===== src/rtl/mgmt_pkg.sv =====
package mgmt_pkg;
  localparam int FRAME_BITS = 64;
  localparam int DATA_BITS  = 16;
  localparam int TA_POS     = 46;   // first turnaround bit
  localparam int DATA_POS   = 48;   // first data bit

  typedef enum logic [1:0] {
    MODE_STD   = 2'd0,
    MODE_FOLD  = 2'd1,
    MODE_SPLIT = 2'd2,
    MODE_STD_B = 2'd3
  } frame_mode_e;
endpackage


===== src/rtl/mgmt_clkdiv.sv =====
module mgmt_clkdiv #(
  parameter int CLK_DIV = 4
) (
  input  logic clk,
  input  logic rst_n,
  input  logic run,
  output logic mdc,
  output logic rise_stb,
  output logic fall_stb
);
  localparam int HALF  = CLK_DIV / 2;
  localparam int CNT_W = (HALF > 1) ? $clog2(HALF) : 1;
  localparam logic [CNT_W-1:0] CNT_LAST = CNT_W'(HALF - 1);

  logic [CNT_W-1:0] cnt_q, cnt_d;
  logic             mdc_q, mdc_d;
  logic             wrap;

  assign wrap     = run && (cnt_q == CNT_LAST);
  assign rise_stb = wrap && !mdc_q;
  assign fall_stb = wrap && mdc_q;

  always_comb begin
    cnt_d = cnt_q;
    mdc_d = mdc_q;
    if (!run) begin
      cnt_d = '0;
      mdc_d = 1'b0;
    end else if (wrap) begin
      cnt_d = '0;
      mdc_d = !mdc_q;
    end else begin
      cnt_d = cnt_q + 1'b1;
    end
  end

  always_ff @(posedge clk or negedge rst_n) begin
    if (!rst_n) begin
      cnt_q <= '0;
      mdc_q <= 1'b0;
    end else begin
      cnt_q <= cnt_d;
      mdc_q <= mdc_d;
    end
  end

  assign mdc = mdc_q;
endmodule


===== src/rtl/mgmt_frame_build.sv =====
module mgmt_frame_build
  import mgmt_pkg::*;
(
  input  logic [1:0]            mode,
  input  logic                  rd,
  input  logic [4:0]            phy,
  input  logic [7:0]            regn,
  input  logic [DATA_BITS-1:0]  wdata,
  output logic [FRAME_BITS-1:0] frame,
  output logic [FRAME_BITS-1:0] drive
);
  logic [1:0]           op;
  logic [4:0]           phy_f;
  logic [DATA_BITS-1:0] dat;

  always_comb begin
    op    = rd ? 2'b10 : 2'b01;
    phy_f = phy;
    dat   = wdata;
    case (frame_mode_e'(mode))
      MODE_FOLD: begin
        op    = 2'b00;
        phy_f = {rd, 1'b0, regn[7:5]};
        dat   = {8'h00, wdata[7:0]};
      end
      MODE_SPLIT: begin
        phy_f = {regn[7], regn[6], 2'b11, regn[5]};
        dat   = {8'h00, wdata[7:0]};
      end
      default: ;
    endcase
    if (rd) dat = '0;
    frame = {{32{1'b1}}, 2'b01, op, phy_f, regn[4:0],
             (rd ? 2'b00 : 2'b10), dat};
    drive = {{TA_POS{1'b1}}, {(FRAME_BITS-TA_POS){!rd}}};
  end
endmodule


===== src/rtl/mgmt_rd_capture.sv =====
module mgmt_rd_capture
  import mgmt_pkg::*;
(
  input  logic                 clk,
  input  logic                 rst_n,
  input  logic                 shift_en,
  input  logic                 din,
  input  logic                 load,
  output logic [DATA_BITS-1:0] rdata
);
  logic [DATA_BITS-1:0] sh_q, sh_d, out_q, out_d;

  always_comb begin
    sh_d  = shift_en ? {sh_q[DATA_BITS-2:0], din} : sh_q;
    out_d = load ? sh_q : out_q;
  end

  always_ff @(posedge clk or negedge rst_n) begin
    if (!rst_n) begin
      sh_q  <= '0;
      out_q <= '0;
    end else begin
      sh_q  <= sh_d;
      out_q <= out_d;
    end
  end

  assign rdata = out_q;
endmodule


===== src/rtl/mgmt_serial_master.sv =====
module mgmt_serial_master
  import mgmt_pkg::*;
#(
  parameter int CLK_DIV = 4
) (
  input  logic                 clk,
  input  logic                 rst_n,
  input  logic                 req_valid,
  input  logic [1:0]           req_mode,
  input  logic                 req_read,
  input  logic [4:0]           req_phy,
  input  logic [7:0]           req_reg,
  input  logic [DATA_BITS-1:0] req_wdata,
  output logic                 busy,
  output logic                 done,
  output logic [DATA_BITS-1:0] rdata,
  output logic                 mdc,
  output logic                 mdio_o,
  output logic                 mdio_oe,
  input  logic                 mdio_i
);
  localparam int IDX_W = $clog2(FRAME_BITS);
  localparam logic [IDX_W-1:0] IDX_LAST = IDX_W'(FRAME_BITS - 1);
  localparam logic [IDX_W-1:0] IDX_DATA = IDX_W'(DATA_POS);

  logic                  busy_q, busy_d, done_q, done_d, rd_q, rd_d;
  logic [IDX_W-1:0]      idx_q, idx_d;
  logic [FRAME_BITS-1:0] tx_q, tx_d, oe_q, oe_d;
  logic [FRAME_BITS-1:0] frame_w, drive_w;
  logic                  rise_stb, fall_stb, accept, last_fall;

  mgmt_clkdiv #(.CLK_DIV(CLK_DIV)) u_clkdiv (
    .clk(clk), .rst_n(rst_n), .run(busy_q),
    .mdc(mdc), .rise_stb(rise_stb), .fall_stb(fall_stb)
  );

  mgmt_frame_build u_build (
    .mode(req_mode), .rd(req_read), .phy(req_phy), .regn(req_reg),
    .wdata(req_wdata), .frame(frame_w), .drive(drive_w)
  );

  assign accept    = req_valid && !busy_q;
  assign last_fall = busy_q && fall_stb && (idx_q == IDX_LAST);

  mgmt_rd_capture u_cap (
    .clk(clk), .rst_n(rst_n),
    .shift_en(busy_q && rise_stb && rd_q && (idx_q >= IDX_DATA)),
    .din(mdio_i),
    .load(last_fall && rd_q),
    .rdata(rdata)
  );

  always_comb begin
    busy_d = busy_q;
    done_d = 1'b0;
    rd_d   = rd_q;
    idx_d  = idx_q;
    tx_d   = tx_q;
    oe_d   = oe_q;
    if (accept) begin
      busy_d = 1'b1;
      rd_d   = req_read;
      idx_d  = '0;
      tx_d   = frame_w;
      oe_d   = drive_w;
    end else if (last_fall) begin
      busy_d = 1'b0;
      done_d = 1'b1;
      tx_d   = '0;
      oe_d   = '0;
    end else if (busy_q && fall_stb) begin
      idx_d  = idx_q + 1'b1;
      tx_d   = tx_q << 1;
      oe_d   = oe_q << 1;
    end
  end

  always_ff @(posedge clk or negedge rst_n) begin
    if (!rst_n) begin
      busy_q <= 1'b0;
      done_q <= 1'b0;
      rd_q   <= 1'b0;
      idx_q  <= '0;
      tx_q   <= '0;
      oe_q   <= '0;
    end else begin
      busy_q <= busy_d;
      done_q <= done_d;
      rd_q   <= rd_d;
      idx_q  <= idx_d;
      tx_q   <= tx_d;
      oe_q   <= oe_d;
    end
  end

  assign busy    = busy_q;
  assign done    = done_q;
  assign mdio_o  = tx_q[FRAME_BITS-1];
  assign mdio_oe = oe_q[FRAME_BITS-1];
endmodule


===== config.mk =====
export PLATFORM = sky130hd
export DESIGN_NAME = mgmt_serial_master
export DESIGN_NICKNAME = d
export VERILOG_FILES = /design/src/rtl/mgmt_pkg.sv /design/src/rtl/mgmt_clkdiv.sv /design/src/rtl/mgmt_frame_build.sv /design/src/rtl/mgmt_rd_capture.sv /design/src/rtl/mgmt_serial_master.sv
export SDC_FILE = /design/constraint.sdc
export NUM_CORES = 1
export LEC_CHECK = 0
export ABC_CLOCK_PERIOD_IN_PS = 1800
export BUFFER_PORTS_ARGS = -buffer_cell sky130_fd_sc_hd__buf_2
export CAP_MARGIN = 10
export CORE_MARGIN = 2
export CORE_UTILIZATION = 45
export DETAILED_ROUTE_END_ITERATION = 10
export MAX_ROUTING_LAYER = met4
export SKIP_LAST_GASP = 1
export SLEW_MARGIN = 20
export SYNTH_ARGS = -nofsm -noshare
export SYNTH_HDL_FRONTEND = slang
export SYNTH_SLANG_ARGS = --single-unit

===== constraint.sdc =====
create_clock -name clk -period 1.8 [get_ports clk]
set_input_delay 0.27 -clock clk [delete_from_list [all_inputs] [get_ports clk]]
set_output_delay 0.27 -clock clk [all_outputs]
set_load 0.05 [all_outputs]

==> run summary, run 1 <==
Status: completed
DRT Wirelength: 14.5 mm
TNS Setup: 0 ps
Worst R2R Path Depth: 6
Final setup margin: 87.1 ps
Crit Path Category: reg2reg
Crit path DAT: 2020 ps
Post-synth EDFFs: 0
Netlist cell types: 40
Synthesized area: 0.00720 mm²
Number of antenna violations at the first check in global routing: 0
Max_slew headroom: 61.9%
Clk slew on worst S/H paths: 60 ps
Post-CTS Setup Bufs: 0
Rows: 46
CP max FO: 20
Vias per std cell: 5.39
Top post-synthesis cells by area: dfrtp_1, a21oi_1, nor2_1, o21ai_0, mux2_2
DR iter-0 viols: 390
Vias: 5,247
Clock sinks: 171
Crit end category: flip-flop
Placer Congestion: 0.836
Worst-Margin Slew: 569 ps
Cell area after layout: 0.00844 mm²
Minimum clock period: 1710 ps
Non-Filler Instances: 974
Worst ir drop on vdd: 0.000973 V
Share of cells above drive strength 1: 21.5%
Worst path cell trace: ha_1, and3_1, a31oi_2, buf_6, xnor2_1, nor2_1
Number of cells produced by synthesis: 697
Fmax achieved: 584 MHz
Number of remaining DRC errors: 0
Worst EP required: 2110 ps
Die area: 0.0170 mm²
Leakage: 0.00377 µW
RSZ-0062 raised after global routing: yes
Port bufs: 56
Slew Limit Fails: 0
Syn Area/Cell: 10.3 µm²
CTS tree: done
Async SR Flop Fraction: 100%
Clock tree buffer depth: 2
Core region area: 0.0158 mm²
Largest net degree at the start of global routing: 80
Dpl hpwl: 9.01 mm
Gr usage total: 18.6%
CP peak stage delay: 410 ps
Clock latency on the worst-skew pair: 420 ps
Crit. path cell count: 6
Cell Area, Placed: 0.00785 mm²
Placed cells: 941
Fin Hold WS: 91.1 ps
Final period utilization: 95.2%
WL/cell: 14.9 µm
Most used DFF post-synth: dfrtp_1
Most numerous cell in the Yosys netlist: dfrtp_1
Setup crit start kind: flip-flop
Antenna Cells: 0
GR Overflow Total: 0
Post-synth top cells: dfrtp_1, nor2_1, a21oi_1, o21ai_0, nand2_1
Final Hold Viols: 0
Nets: 785
Die width: 130 µm
Max_cap viols: 0
Seq/Total Area, Yosys: 59.4%
TritonCTS buffer count: 17
H-Tree Depth: 4
Hold path depth: 2
Syn nets: 737
Worst path slowest cell: dfrtp_1
Antenna-violating nets left: 0
Buf/Inv on CP: 1
Die Height: 130 µm
Setup WS pre-CTS: 74.2 ps
Fin Clk Skew: 14.7 ps
Yosys top cell by area: dfrtp_1
Crit path max-delay family: flip-flops
Final setup violation count: 0
Global-route wire length before repair: 24.5 mm
PwrDens: 1550 mW/mm²
Boundary pin count: 57
Synth-to-layout area growth: 17.2%
Top cell type's share of synthesized area: 59.4%
Pre-antenna DRT Iters: 5
Syn. warnings: 0
Number of global-route vias before repair: 5,110
CTS root buf: clkbuf_16
Hold/Removal Path Class: in2reg
Synth Register Bits: 171
Initial Utilization: 45.7%
[where the power goes]
part / internal, µW / switching (µW) / leakage, µW
Sequential: 5000 / 697 / 0.00193
Clock: 1990 / 1520 / 0.000281
Combinational: 1600 / 2320 / 0.00155
[layer usage]
metal / wire length [µm] / track usage (%) / up-vias
met5: 0 / - / -
met4: 42 / 6.45 / 0
met3: 434 / 3.62 / 2
met2: 6920 / 27.7 / 81
met1: 7090 / 25.6 / 2622
li1: - / - / 2542
[path summary, 6_finish.rpt]
kind / slack (ps) / end / start
max in group asynchronous: 720 / tx_q[10] / rst_n
setup reg to reg: 90 / idx_q[0] / idx_q[1]
min in group asynchronous: 330 / u_cap.rdata[11] / rst_n
hold / removal: 90 / u_cap.sh_q[0] / mdio_i
setup / recovery: 90 / idx_q[0] / idx_q[1]
hold reg to reg: 480 / oe_q[0] / oe_q[0]
[stage by stage]
step / utilization [%] / power [µW]
3_5_place_dp: 49.8 / 9670
3_3_place_gp: 49.8 / 9490
6_report: 53.5 / 13100
4_1_cts: 53.5 / 13300
2_1_floorplan: - / 8570
5_1_grt: 53.5 / 14100
[repair_timing]
item	in CTS	in global routing
hold buffers	1	0
setup endpoints to repair	0	17
hold endpoints to repair	35	0
gates resized for setup	0	3
[cell type report]
cell class,count,area (µm²)
clock inverter,12,114
tap,216,270
clock buffer,20,457
multi-input combinational,461,2630
timing repair buffer,89,666
sequential,171,4280
fill,1414,7330
inverter,5,18.8
[layout by cell type (no fill, tap or decap), types with 2 or more instances in the layout]
| cell | instances |
|---|---|
| a31oi_1 | 8 |
| buf_2 | 55 |
| nor2b_1 | 4 |
| clkinv_2 | 3 |
| dfrtp_2 | 2 |
| clkbuf_16 | 17 |
| nand4_1 | 3 |
| a21oi_1 | 93 |
| inv_1 | 5 |
| nand2_1 | 35 |
| dfrtp_1 | 169 |
| nand3_1 | 11 |
| clkbuf_8 | 2 |
| mux2_2 | 32 |
| nor2_1 | 120 |
| ha_1 | 4 |
| a22o_1 | 3 |
| mux2i_1 | 2 |
| clkinv_4 | 4 |
| inv_6 | 3 |
| buf_12 | 10 |
| xnor2_1 | 3 |
| buf_4 | 21 |
| nor3_1 | 2 |
| o21ai_0 | 83 |
| buf_6 | 2 |
| a221oi_1 | 10 |
| a221o_1 | 16 |
| a21o_1 | 11 |
| a211oi_1 | 3 |
[worst reg2reg max path, delay by kind of cell (launching register included)]
family / cells / cell delay [ps]
and+or+nand+nor: 2 / 300
DFF: 1 / 410
AOI/OAI and AO/OA: 1 / 300
adders and majority gates: 1 / 230
xor gates and xnor gates: 1 / 130
buffers and inverters: 1 / 230
[cell families after synthesis]
family	Yosys count	synth area share [%]
and+or+nand+nor	186	10.9
DFF	171	59.4
adders and majority gates	4	0.695
xor gates and xnor gates	4	0.487
AOI/OAI and AO/OA	233	18.9
muxes	34	5.28
buffers and inverters	65	4.38
[registers in the layout, summed over array words and instances (netlist names)]
| register | count |
|---|---|
| idx_q | 6 |
| tx_q | 64 |
| rd_q | 1 |
| u_clkdiv.cnt_q | 1 |
| u_cap.sh_q | 16 |
| oe_q | 64 |
| u_clkdiv.mdc | 1 |
| done | 1 |
| busy | 1 |
| u_cap.rdata | 16 |
No activity file was read; power rests on OpenSTA's default activity.
==> inputs of run 2 (changes only) <==
--- a/config.mk
+++ b/config.mk
@@ -5,6 +5,7 @@
 export SDC_FILE = /design/constraint.sdc
 export NUM_CORES = 1
 export LEC_CHECK = 0
+export ABC_AREA = 1
 export ABC_CLOCK_PERIOD_IN_PS = 1800
 export BUFFER_PORTS_ARGS = -buffer_cell sky130_fd_sc_hd__buf_2
 export CAP_MARGIN = 10
@@ -16,4 +17,5 @@
 export SLEW_MARGIN = 20
 export SYNTH_ARGS = -nofsm -noshare
 export SYNTH_HDL_FRONTEND = slang
+export SYNTH_HIERARCHICAL = 1
 export SYNTH_SLANG_ARGS = --single-unit
==> constraint.sdc (replaced) <==
create_clock -name clk -period 1.8 [get_ports clk]
set_input_delay 0.36 -clock clk [delete_from_list [all_inputs] [get_ports clk]]
set_output_delay 0.36 -clock clk [all_outputs]
set_load 0.05 [all_outputs]
==> run 2 against run 1 <==
  * Via count up 23%
  * Fmax up 4.6%
  * Count of clock-buffer cells in the layout down 3
  * Sequential share of layout area down 6.5 points
  * Core utilization down 3.8 points
  * Clock power up 4%
  * Hold slack better by 52 ps
  * Non-clock buffer count down 4
  * First-iteration DRC count up 23%
  * Final cell count up 41%
  * Critical path depth up 1
  * Critical path type unchanged
  * Critical endpoint is now oe_q[10]
  * Largest power group unchanged
==> run summary, run 2 <==
Number of cells produced by synthesis: 1,081
Crit Path Category: reg2reg
Total power: 7710 µW
Hold path depth: 3
Final Hold Viols: 0
TNS Setup: 0 ps
Synth Register Bits: 171
Share of cells above drive strength 1: 13.1%
Biggest regs: oe_q: 64 flops, tx_q: 64 flops
Number of remaining DRC errors: 0
Final period utilization: 90.9%
WL/cell: 12.2 µm
Leakage: 0.00465 µW
Nets: 1,130
Gr usage total: 17.1%
Hold/Removal Path Class: in2reg
Post-synth top cells: nand2_1, dfrtp_1, nand3_1, buf_4, o21bai_1
Synthesized area: 0.00893 mm²
Slew Limit Fails: 0
H-Tree Depth: 4
Util after Layout: 49.7%
Worst reg2reg startpoint: busy
CTS tree: done
Antenna-violating nets left: 0
Setup crit start kind: flip-flop
Netlist cell types: 23
Most used DFF post-synth: dfrtp_1
Clock sinks: 171
Vias: 6,446
Die area: 0.0210 mm²
Async SR Flop Fraction: 100%
TritonCTS buffer count: 17
DRT Wirelength: 16.8 mm
Placer Congestion: 0.769
FF-to-FF End: oe_q[10]
Clock tree buffer depth: 2
Fillcell total: 1,854
End of the worst hold path: tx_q[22]
Seq/Total Area, Yosys: 47.9%
Top cell type's share of synthesized area: 47.9%
Clock latency on the worst-skew pair: 440 ps
Global-route wire length before repair: 29.4 mm
DR iter-0 viols: 478
Die width: 145 µm
Number of global-route vias before repair: 6,163
Crit end category: flip-flop
Dpl hpwl: 10.1 mm
Most common cell after layout, fill and taps aside: nand2_1
Worst Hold Launch: req_reg[4]
Syn. warnings: 6
Yosys top cell by area: dfrtp_1
Core region area: 0.0195 mm²
Top post-synthesis cells by area: dfrtp_1, nand2_1, buf_4, nand3_1, o21bai_1
Synth-to-layout area growth: 8.33%
Cell area after layout: 0.00968 mm²
Number of antenna violations at the first check in global routing: 1
Syn Area/Cell: 8.26 µm²
Non-Filler Instances: 1,369
Fin Clk Skew: 18.6 ps
Rows: 51
Largest net degree at the start of global routing: 89
Minimum clock period: 1640 ps
Port bufs: 56
Vias per std cell: 4.71
Cell Area, Placed: 0.00907 mm²
Commonest cells after routing, fill and taps aside: nand2_1, dfrtp_1, nand3_1, o21bai_1, conb_1
Worst EP required: 2110 ps
Clk slew on worst S/H paths: 70 ps
Worst ir drop on vdd: 0.000629 V
CP max FO: 88
Initial Utilization: 45.9%
Max_slew headroom: 53.5%
Pre-antenna DRT Iters: 4
Boundary pin count: 57
Post-synth EDFFs: 0
R2R Setup Slk: 160 ps
Crit path DAT: 1950 ps
PwrDens: 796 mW/mm²
Final setup violation count: 0
Placed cells: 1,335
GR Overflow Total: 0
Die Height: 145 µm
Status: completed
Worst R2R Path Depth: 7
Fmax achieved: 611 MHz
RSZ-0062 raised after global routing: no
CTS root buf: clkbuf_16
Most numerous cell in the Yosys netlist: nand2_1
Max_cap viols: 0
Worst-Margin Slew: 696 ps
run 2: area by class of cell:
class / count / area [µm²] / share of cell area (%)
clock inverters: 15 / 169 / 1.75
flip-flops and latches: 171 / 4280 / 44.2
clock buffers: 17 / 425 / 4.40
inverters: 28 / 119 / 1.23
well taps: 265 / 332 / 3.43
repair buffers: 85 / 673 / 6.96
diodes: 1 / 2.50 / 0.0259
multi-input cells: 787 / 3680 / 38.0
run 2: metrics by stage:
step	setup WS (ps)	hold WS, ps
2_1_floorplan	-65.0	64.4
3_3_place_gp	191	280
3_5_place_dp	172	274
4_1_cts	149	133
5_1_grt	12.6	135
6_report	163	143
run 2: metal layers:
layer | wire length, µm | vias up | GRT usage, %
met5 | 0 | - | -
met4 | 127 | 0 | 4.46
met3 | 514 | 8 | 3.65
met2 | 7910 | 101 | 26.7
met1 | 8200 | 2987 | 22.8
li1 | - | 3350 | -
run 2: how the worst max path moves through the flow:
stage | startpoint | to | slack [ps] | cells past startpoint
6_report | busy | oe_q[10] | 160 | 7
5_1_grt | busy | oe_q[22] | 10 | 7
4_1_cts | busy | oe_q[29] | 150 | 7
3_5_place_dp | busy | oe_q[59] | 170 | 7
3_3_place_gp | busy | oe_q[55] | 190 | 7
2_1_floorplan | busy | u_cap/rdata[10] | -70 | 12
run 2: what timing repair did:
item | 4_1_cts | 5_1_grt
endpoints found under the hold margin | 26 | 0
endpoints found under the setup margin | 0 | 2
buffers inserted | 0 | 0
resized for setup | 0 | 1
hold buffers | 1 | 0
run 2: cell families (layout without fill, tap and decap cells):
| group | after synthesis | count (layout) | share of synthesized area [%] |
|---|---|---|---|
| AOI/OAI and AO/OA | 171 | 171 | 11.9 |
| adders and majority gates | 4 | 4 | 0.560 |
| buffers and inverters | 202 | 145 | 14.5 |
| DFF | 171 | 171 | 47.9 |
| other | 2 | 82 | 0.0841 |
| and+or+nand+nor | 531 | 531 | 25.1 |
run 2: worst max-delay path, cell delays in order, from the launching register on:
cell and delay (ps):
dfrtp_2 440, nand2_1 70, nor2_1 120, nand2_2 110, inv_4 100, buf_12 320
o21ai_0 140, o21bai_1 170
run 2: power breakdown:
part | internal (µW) | switching, µW | total (µW)
combinational | 67.7 | 164 | 232
clock | 1870 | 1760 | 3640
sequential | 3840 | 0 | 3840
==> inputs of run 3 (changes only) <==
--- a/config.mk
+++ b/config.mk
@@ -10,10 +10,11 @@
 export BUFFER_PORTS_ARGS = -buffer_cell sky130_fd_sc_hd__buf_2
 export CAP_MARGIN = 10
 export CORE_MARGIN = 2
-export CORE_UTILIZATION = 45
+export CORE_UTILIZATION = 60
 export DETAILED_ROUTE_END_ITERATION = 10
 export MAX_ROUTING_LAYER = met4
-export SKIP_LAST_GASP = 1
+export PLACE_DENSITY = 0.79
+export SETUP_SLACK_MARGIN = 0.3
 export SLEW_MARGIN = 20
 export SYNTH_ARGS = -nofsm -noshare
 export SYNTH_HDL_FRONTEND = slang
==> run 3 against run 2 <==
  * Clock skew decreased by 13 ps
  * Sequential power barely moved
  * Largest cell class unchanged
  * First-iteration DRC count increased by 40%
  * Highest routed layer unchanged
==> run summary, run 3 (synthesized netlist as in run 2, its figures left out) <==
Status: completed
Crit end category: flip-flop
Cell area after layout: 0.0102 mm²
CTS root buf: clkbuf_16
PwrDens: 778 mW/mm²
Boundary pin count: 57
CP Launch Point: idx_q[0]
Pre-antenna DRT Iters: 6
DRT Wirelength: 18.8 mm
CP peak stage delay: 430 ps
Placed cells: 1,254
Worst Hold Launch: mdio_i
Total power: 7900 µW
GR Overflow Total: 0
Worst ir drop on vdd: 0.000567 V
Initial Utilization: 61.5%
Hold/Removal Path Class: in2reg
Final Hold Viols: 0
H-Tree Depth: 4
Gr usage total: 24.1%
Die width: 126 µm
Worst-Margin Slew: 523 ps
Largest net degree at the start of global routing: 51
Util after Layout: 69.9%
Non-Filler Instances: 1,312
Cell Area, Placed: 0.00897 mm²
Global-route wire length before repair: 30.7 mm
Final setup violation count: 0
Most common cell after layout, fill and taps aside: nand2_1
Crit path max-delay family: simple AND/OR/NAND/NOR gates
Routing usage on met1: 32.6%
Biggest regs: oe_q: 64 flops, tx_q: 64 flops
Synth-to-layout area growth: 13.7%
WL/cell: 14.3 µm
Crit Path Category: reg2reg
Vias: 6,927
Die area: 0.0159 mm²
Vias per std cell: 5.28
Worst EP required: 2110 ps
Port bufs: 56
Clock tree buffer depth: 2
Clock sinks: 171
M2 GR Usage: 38.2%
Met3 Use GR: 3.65%
Nets: 1,155
Number of global-route vias before repair: 6,467
Share of cells above drive strength 1: 17.3%
Clk slew on worst S/H paths: 70 ps
Minimum clock period: 1540 ps
Number of remaining DRC errors: 0
Crit path DAT: 1840 ps
Worst path slowest cell: dfrtp_1
Setup crit start kind: flip-flop
CTS tree: done
Rows: 44
Placer Congestion: 0.799
Worst path cell trace: ha_4, nand2_4, nor2_4, nand3_4, nand2_8, clkbuf_16, o21bai_1
Clock latency on the worst-skew pair: 430 ps
Commonest cells after routing, fill and taps aside: nand2_1, dfrtp_1, nand3_1, o21bai_1, conb_1
DR iter-0 viols: 669
Number of antenna violations at the first check in global routing: 0
Fin Clk Skew: 5.53 ps
Antenna-violating nets left: 0
CP max FO: 11
TritonCTS buffer count: 17
Die Height: 126 µm
Core region area: 0.0145 mm²
Leakage: 0.00490 µW
Slew Limit Fails: 0
Max_slew headroom: 65.1%
RSZ-0062 raised after global routing: yes
Dpl hpwl: 9.67 mm
Worst reg2reg startpoint: idx_q[0]
Fmax achieved: 650 MHz
Buf/Inv on CP: 1
Final period utilization: 85.5%
Busiest grt layer: met2
Max_cap viols: 0
Antenna Cells: 0
==> run 3: changes by cell type in the layout (fill, tap and decap cells not counted), sizes merged <==
cell	change
bufinv	+3
clkbuf	+8
inv	-2
clkinvlp	+3
clkinv	-3
buf	+16
diode	-1
==> run 3: repair_timing <==
| action | 4_1_cts | 5_1_grt |
|---|---|---|
| pin swaps | 17 | 10 |
| endpoints found under the hold margin | 44 | 0 |
| hold buffers | 1 | 0 |
| gates cloned | 4 | 7 |
| setup endpoints to repair | 149 | 166 |
| resized for setup | 33 | 29 |
| buffers inserted | 9 | 5 |
==> run 3: area by class of cell <==
| type | instances | area, µm² |
|---|---|---|
| Fill cell | 1079 | 4380 |
| Sequential cell | 171 | 4280 |
| Multi-Input combinational cell | 787 | 3800 |
| Tap cell | 184 | 230 |
| Timing Repair Buffer | 109 | 1090 |
| Clock buffer | 17 | 425 |
| Clock inverter | 15 | 190 |
| Inverter | 28 | 123 |
| Timing Repair inverter | 1 | 6.26 |
==> run 3: path summary, 6_finish.rpt <==
path                              endpoint  slack, ps  cells past startpoint
max                               tx_q[14]        260                      7
min                          u_cap/sh_q[0]        140                      3
max reg2reg                       tx_q[14]        260                      7
min reg2reg                u_cap/rdata[11]        470                      2
max in group asynchronous         tx_q[54]        750                      3
min in group asynchronous         oe_q[34]        460                      2
==> run 3: report_power, final <==
| part | total (µW) | switching (µW) | internal, µW |
|---|---|---|---|
| clock network | 3810 | 1600 | 2210 |
| registers | 3840 | 0 | 3840 |
| logic | 246 | 171 | 74.7 |
==> run 3: metal layers <==
metal | vias up | wire length, µm
li1 | 3405 | -
met4 | 0 | 185
met1 | 3315 | 8430
met5 | - | 0
met2 | 192 | 9290
met3 | 15 | 854
==> run 3: stage by stage <==
stage               hold WS, ps  worst slack [ps]  setup TNS (ps)
floorplan                  64.4             -64.8            -602
global placement            361               162               0
detailed placement          356               107               0
CTS                         138               278               0
global route                155               190               0
finish                      145               262               0
==> run 3: worst reg2reg max path, delay by kind of cell (launching register included) <==
family | cells | cell delay [ps]
adder cells (fa/ha/maj) | 1 | 180
buffers and inverters | 1 | 210
AO/OA/AOI/OAI | 1 | 80
flip-flops | 1 | 430
AND/OR/NAND/NOR | 4 | 530
